File: src/rtl/ioaddr_pkg.sv
package ioaddr_pkg;

  typedef enum logic [2:0] {
    OP_IN_REG  = 3'd0,
    OP_OUT_REG = 3'd1,
    OP_IN_IMM  = 3'd2,
    OP_OUT_IMM = 3'd3,
    OP_LD_BC   = 3'd4
  } op_e;

  typedef enum logic [1:0] {
    PH_IDLE,
    PH_SETUP,
    PH_ACTIVE,
    PH_HOLD
  } phase_e;

  typedef struct packed {
    logic is_mem;
    logic is_write;
    logic is_imm;
  } acc_t;

  function automatic logic op_valid(input logic [2:0] code);
    return code <= 3'd4;
  endfunction

  function automatic acc_t op_decode(input logic [2:0] code);
    acc_t d;
    d.is_mem   = (code == OP_LD_BC);
    d.is_write = (code == OP_OUT_REG) || (code == OP_OUT_IMM);
    d.is_imm   = (code == OP_IN_IMM) || (code == OP_OUT_IMM);
    return d;
  endfunction

endpackage

File: src/rtl/ioaddr_select.sv
module ioaddr_select #(
  parameter int DW = 8
) (
  input  logic            clk,
  input  logic            rst,
  input  logic            load,
  input  logic            use_imm,
  input  logic [DW-1:0]   reg_a,
  input  logic [DW-1:0]   reg_b,
  input  logic [DW-1:0]   reg_c,
  input  logic [DW-1:0]   imm,
  output logic [2*DW-1:0] addr
);
  localparam int AW = 2 * DW;

  logic [AW-1:0] hold_pair_q;
  logic [AW-1:0] bc_q;
  logic          sel_imm_q;

  always_ff @(posedge clk) begin
    if (rst) begin
      hold_pair_q <= '0;
      bc_q        <= '0;
      sel_imm_q   <= 1'b0;
    end else if (load) begin
      sel_imm_q <= use_imm;
      if (use_imm) hold_pair_q <= {reg_a, imm};
      else         bc_q        <= {reg_b, reg_c};
    end
  end

  assign addr = sel_imm_q ? hold_pair_q : bc_q;

endmodule

File: src/rtl/ioaddr_seq.sv
module ioaddr_seq
  import ioaddr_pkg::*;
#(
  parameter int ACT_CYC = 2
) (
  input  logic       clk,
  input  logic       rst,
  input  logic       start,
  input  logic [2:0] op,
  output logic       accept,
  output logic       use_imm,
  output phase_e     phase_d,
  output logic       mem_d,
  output logic       write_d
);
  localparam int CW = (ACT_CYC > 1) ? $clog2(ACT_CYC) : 1;

  phase_e        phase_q;
  logic [CW-1:0] cnt_q, cnt_d;
  logic          mem_q, write_q;
  acc_t          dec;

  assign dec     = op_decode(op);
  assign use_imm = dec.is_imm;

  always_comb begin
    phase_d = phase_q;
    cnt_d   = cnt_q;
    mem_d   = mem_q;
    write_d = write_q;
    accept  = 1'b0;
    case (phase_q)
      PH_IDLE: begin
        if (start && op_valid(op)) begin
          accept  = 1'b1;
          mem_d   = dec.is_mem;
          write_d = dec.is_write;
          phase_d = PH_SETUP;
        end
      end
      PH_SETUP: begin
        phase_d = PH_ACTIVE;
        cnt_d   = CW'(ACT_CYC - 1);
      end
      PH_ACTIVE: begin
        if (cnt_q == '0) phase_d = PH_HOLD;
        else             cnt_d   = cnt_q - 1'b1;
      end
      default: phase_d = PH_IDLE;
    endcase
  end

  always_ff @(posedge clk) begin
    if (rst) begin
      phase_q <= PH_IDLE;
      cnt_q   <= '0;
      mem_q   <= 1'b0;
      write_q <= 1'b0;
    end else begin
      phase_q <= phase_d;
      cnt_q   <= cnt_d;
      mem_q   <= mem_d;
      write_q <= write_d;
    end
  end

endmodule

File: src/rtl/ioaddr_strobe.sv
module ioaddr_strobe
  import ioaddr_pkg::*;
(
  input  logic   clk,
  input  logic   rst,
  input  phase_e phase_d,
  input  logic   mem_d,
  input  logic   write_d,
  output logic   io_req_n,
  output logic   mem_req_n,
  output logic   rd_n,
  output logic   wr_n,
  output logic   busy
);
  logic act;
  assign act = (phase_d == PH_ACTIVE);

  always_ff @(posedge clk) begin
    if (rst) begin
      io_req_n  <= 1'b1;
      mem_req_n <= 1'b1;
      rd_n      <= 1'b1;
      wr_n      <= 1'b1;
      busy      <= 1'b0;
    end else begin
      io_req_n  <= !(act && !mem_d);
      mem_req_n <= !(act && mem_d);
      rd_n      <= !(act && !write_d);
      wr_n      <= !(act && write_d);
      busy      <= (phase_d != PH_IDLE);
    end
  end

endmodule

File: src/rtl/ioaddr_former.sv
module ioaddr_former
  import ioaddr_pkg::*;
#(
  parameter int DW      = 8,
  parameter int ACT_CYC = 2
) (
  input  logic            clk,
  input  logic            rst,
  input  logic            start,
  input  logic [2:0]      op,
  input  logic [DW-1:0]   reg_a,
  input  logic [DW-1:0]   reg_b,
  input  logic [DW-1:0]   reg_c,
  input  logic [DW-1:0]   imm,
  output logic [2*DW-1:0] addr,
  output logic            io_req_n,
  output logic            mem_req_n,
  output logic            rd_n,
  output logic            wr_n,
  output logic            busy
);
  logic   accept, use_imm, mem_d, write_d;
  phase_e phase_d;

  ioaddr_seq #(.ACT_CYC(ACT_CYC)) u_seq (
    .clk(clk), .rst(rst), .start(start), .op(op),
    .accept(accept), .use_imm(use_imm), .phase_d(phase_d),
    .mem_d(mem_d), .write_d(write_d)
  );

  ioaddr_select #(.DW(DW)) u_sel (
    .clk(clk), .rst(rst), .load(accept), .use_imm(use_imm),
    .reg_a(reg_a), .reg_b(reg_b), .reg_c(reg_c), .imm(imm),
    .addr(addr)
  );

  ioaddr_strobe u_stb (
    .clk(clk), .rst(rst), .phase_d(phase_d), .mem_d(mem_d),
    .write_d(write_d), .io_req_n(io_req_n), .mem_req_n(mem_req_n),
    .rd_n(rd_n), .wr_n(wr_n), .busy(busy)
  );

endmodule

File: config.mk
export PLATFORM = sky130hd
export DESIGN_NAME = ioaddr_former
export DESIGN_NICKNAME = d
export VERILOG_FILES = /design/src/rtl/ioaddr_pkg.sv /design/src/rtl/ioaddr_select.sv /design/src/rtl/ioaddr_seq.sv /design/src/rtl/ioaddr_strobe.sv /design/src/rtl/ioaddr_former.sv
export SDC_FILE = /design/constraint.sdc
export NUM_CORES = 1
export LEC_CHECK = 0
export BUFFER_PORTS_ARGS = -buffer_cell sky130_fd_sc_hd__buf_4
export CAP_MARGIN = 20
export CORE_ASPECT_RATIO = 1.4
export CORE_MARGIN = 2
export CORE_UTILIZATION = 45
export CTS_CLUSTER_SIZE = 12
export DETAILED_ROUTE_END_ITERATION = 7
export HOLD_SLACK_MARGIN = 0.06
export PLACE_DENSITY = 0.74
export SLEW_MARGIN = 20
export SYNTH_ARGS = -nofsm -noshare
export SYNTH_HDL_FRONTEND = slang
export SYNTH_SLANG_ARGS = --single-unit
File: constraint.sdc
create_clock -name clk -period 1.5 [get_ports clk]
set_clock_uncertainty 0.05 [all_clocks]
set_input_delay 0.15 -clock clk [delete_from_list [all_inputs] [get_ports clk]]
set_output_delay 0.15 -clock clk [all_outputs]
set_load 0.02 [all_outputs]
==> impl_metrics.ini <==
[global_routing]
antenna_found_initial = 0
grt_max_degree = 39
grt_pass1_vias = 1709
grt_pass1_wl_mm = 7.534
gr-total-overflow = 0
grt_usage = 0.2042

[floorplanning]
fp.dieW_um = 60.11
pin_count = 59
fp.dieH_um = 82.55
start_util = 0.4678
num_rows = 28
coreArea_um2 = 4239
dieArea_um2 = 4961

[synthesis]
syn_inst = 213
yosys.area_share.simple = 0.1950
synth_compound_area_frac = 0.1779
syn_area_um2 = 1983
synthesis.nets = 254
syn_area_per_cell_um2 = 9.311
synth_xor_xnor_area_share = 0
synth_top_family_by_area = simple AND/OR/NAND/NOR gates
synth_cell_types = 34
yosys_warnings = 0
yosys.area_share.adder = 0.01893
synth_seq_cells = 43
seq_area_frac_synth = 0.4341
synthMuxAreaShare = 0.09085

[sta]
min_period_over_period = 0.9921
worst_hold_slack_ns = 0.05941
rsz0062_at_grt = yes
worst_slack_ns = 0.01191
drv_slew = 0
slew-limit-headroom = 0.6501
hold_violations = 0
timing.fmax_ghz = 0.6720
period_minus_slack_ns = 1.488
tightest_slew_ns = 0.5249
finalSetupViolations = 0
tns_ns = 0

[critical_path]
slowest_stage = dfxtp_4
startpoint = u_sel.sel_imm_q
reg2reg_slack_ns = 0.11
worstReg2RegEnd = u_sel.bc_q[13]
arrival_ns = 1.29
cp_cell_sequence = buf_8 -> mux2_2 -> buf_6
reg2reg_from = u_seq.phase_q[0]
critPathBufInv = 2
start_kind = flop
crit_family = flip-flops
rr_worst_depth = 6
worst_ep_required_time_ns = 1.30
max_stage_delay_ns = 0.38
cp-end-kind = output pin
crit_type = reg2out
critPathMaxFanout = 7
path_depth = 3
critPathCapture = addr[11]

[power]
power_uw = 3616
peakVddDrop_mv = 1.131
leakagePower_uw = 0.001150
power_density_nw_per_um2 = 1264

[cts]
htreeDepth = 2
cts_tree = done
cts_sinks = 43
cts.path.max_buffers = 2
root_buffer = clkbuf_8
cts_buffers = 5
clk_latency_ns = 0.29
path_clk_slew_ns = 0.08

[placement]
dp_hpwl_mm = 3.210
dp_worst_setup_slack_ns = 0.02495
dp_cells = 328
port_buffers = 58
place_congestion = 0.7368

[route]
dr.pass1.iters = 4
routed_via_density = 5.151
drc = 0
drt_wl_total_mm = 4.914
dr_total_vias = 1808
post_drt_wl_per_cell_um = 14.00
postRouteAntennaNets = 0
drtIter0Drc = 46

[run]
drv_cap = 0

[layout]
drive_gt1_frac = 0.4055
area_growth_pct = 44.23
regArea_um2 = 864.6
nNetsFinal = 332
fin_cells = 351
fillCellCount = 329
antennaDiodeCount = 0
multiInputGateArea_um2 = 1023

[hold_path]
min_path_type = in2reg

[status]
status = finished clean
==> tightest hold or removal path: cells and delay by family <==
| family | cells | cell delay [ns] |
|---|---|---|
| buf+inv | 1 | 0.11 |
| simple gates | 1 | 0.05 |
| compound gates | 1 | 0.05 |
==> area by class of cell <==
class,instances,share of cell area
Inverter,3,0.003937
Multi-Input combinational cell,150,0.3578
Tap cell,60,0.02625
Clock inverter,1,0.01050
Timing Repair Buffer,88,0.2738
Clock buffer,6,0.02537
Sequential cell,43,0.3023
==> metal layers <==
metal / part of all wire / wire length (um) / global-route usage
met1: 0.41 / 2009 / 0.2314
met2: 0.53 / 2627 / 0.3652
met3: 0.041 / 203 / 0.03427
met4: 0.015 / 73 / 0.09333
met5: 0 / 0 / 0
==> worst min path at each step <==
stage / startpoint / slack, ns / endpoint / depth (start not counted)
global placement: rst / 0.29 / u_seq.phase_q[1] / 2
CTS: reg_a[4] / 0.06 / u_sel.hold_pair_q[12] / 3
global route: reg_a[6] / 0.07 / u_sel.hold_pair_q[14] / 3
floorplan: rst / 0.18 / u_seq.phase_q[1] / 1
finish: imm[2] / 0.06 / u_sel.hold_pair_q[2] / 3
detailed placement: rst / 0.29 / u_seq.phase_q[1] / 2
==> flip-flops by register name, indices dropped and copies added, names as in the netlist <==
register and cells:
u_seq.phase_q 2, u_sel.bc_q 16, u_sel.sel_imm_q 1, u_seq.mem_q 1, u_stb.wr_n 1, u_stb.rd_n 1, u_sel.hold_pair_q 16, u_stb.io_req_n 1
u_stb.mem_req_n 1, u_seq.write_q 1, u_seq.cnt_q 1, u_stb.busy 1
==> synth_stat cells (all sizes together) <==
cell | count | area (um2)
nand2 | 35 | 131.4
nand4b | 1 | 15.01
a211oi | 1 | 7.510
a21boi | 1 | 7.510
and3b | 4 | 38.79
nand2b | 1 | 6.260
a31oi | 1 | 12.51
nor2b | 1 | 6.260
dlygate4sd1 | 1 | 8.760
mux2 | 16 | 180.2
nand3 | 18 | 100.1
clkbuf | 2 | 17.51
and4b | 1 | 10.01
a21oi | 36 | 217.7
and2 | 2 | 12.51
nor2 | 3 | 11.26
nand3b | 4 | 42.54
ha | 3 | 37.54
dfxtp | 43 | 860.8
inv | 3 | 11.26
o22ai | 2 | 12.51
o21ai | 19 | 95.09
and4bb | 1 | 12.51
buf | 14 | 127.6
==> cell usage in the layout (no fill, tap or decap) <==
cell	n
a31oi_4	1
a211oi_1	1
o22ai_1	2
and3b_2	3
nand4b_2	1
nor2_1	3
mux2_4	11
mux2_2	5
nand3b_1	3
nand2_1	35
and4b_1	1
o21ai_1	5
dfxtp_4	1
buf_4	54
inv_1	3
clkbuf_8	5
and4bb_2	1
buf_12	1
and3b_1	1
ha_4	1
nand3_1	16
o21ai_0	14
clkbuf_1	1
nand3_2	2
a21oi_1	26
nand2b_1	1
and2_1	2
a21oi_2	10
nor2b_1	1
a21boi_2	1
buf_6	18
buf_8	1
bufinv_16	1
ha_1	2
nand3b_4	1
dfxtp_1	42
dlygate4sd3_1	14
==> stage by stage <==
stage | area (um2) | util
3_3_place_gp | 2457 | 0.5797
4_1_cts | 2745 | 0.6476
5_1_grt | 2860 | 0.6747
2_1_floorplan | 1983 | -
6_report | 2860 | 0.6747
3_5_place_dp | 2457 | 0.5797
==> what timing repair did <==
action,4_1_cts,5_1_grt
endpoints found under the setup margin,16,53
hold buffers,14,0
gates resized for setup,10,32
gates cloned,1,0
hold endpoints to repair,14,0
setup buffers,1,0
==> cell families (layout without fill, tap and decap cells) <==
kind of cell	after synthesis	count (layout)
simple gates	71	71
compound gates	60	60
flops	43	43
buf+inv	20	98
mux	16	16
fa+ha+maj	3	3
==> power breakdown <==
part	leakage (uW)	switching, uW	internal [uW]	total [uW]
Combinational	0.000748	677	710	1390
Sequential	0.000351	71.5	1290	1360
Clock	0.0000513	377	488	865
No activity file was read; power rests on OpenSTA's default activity.
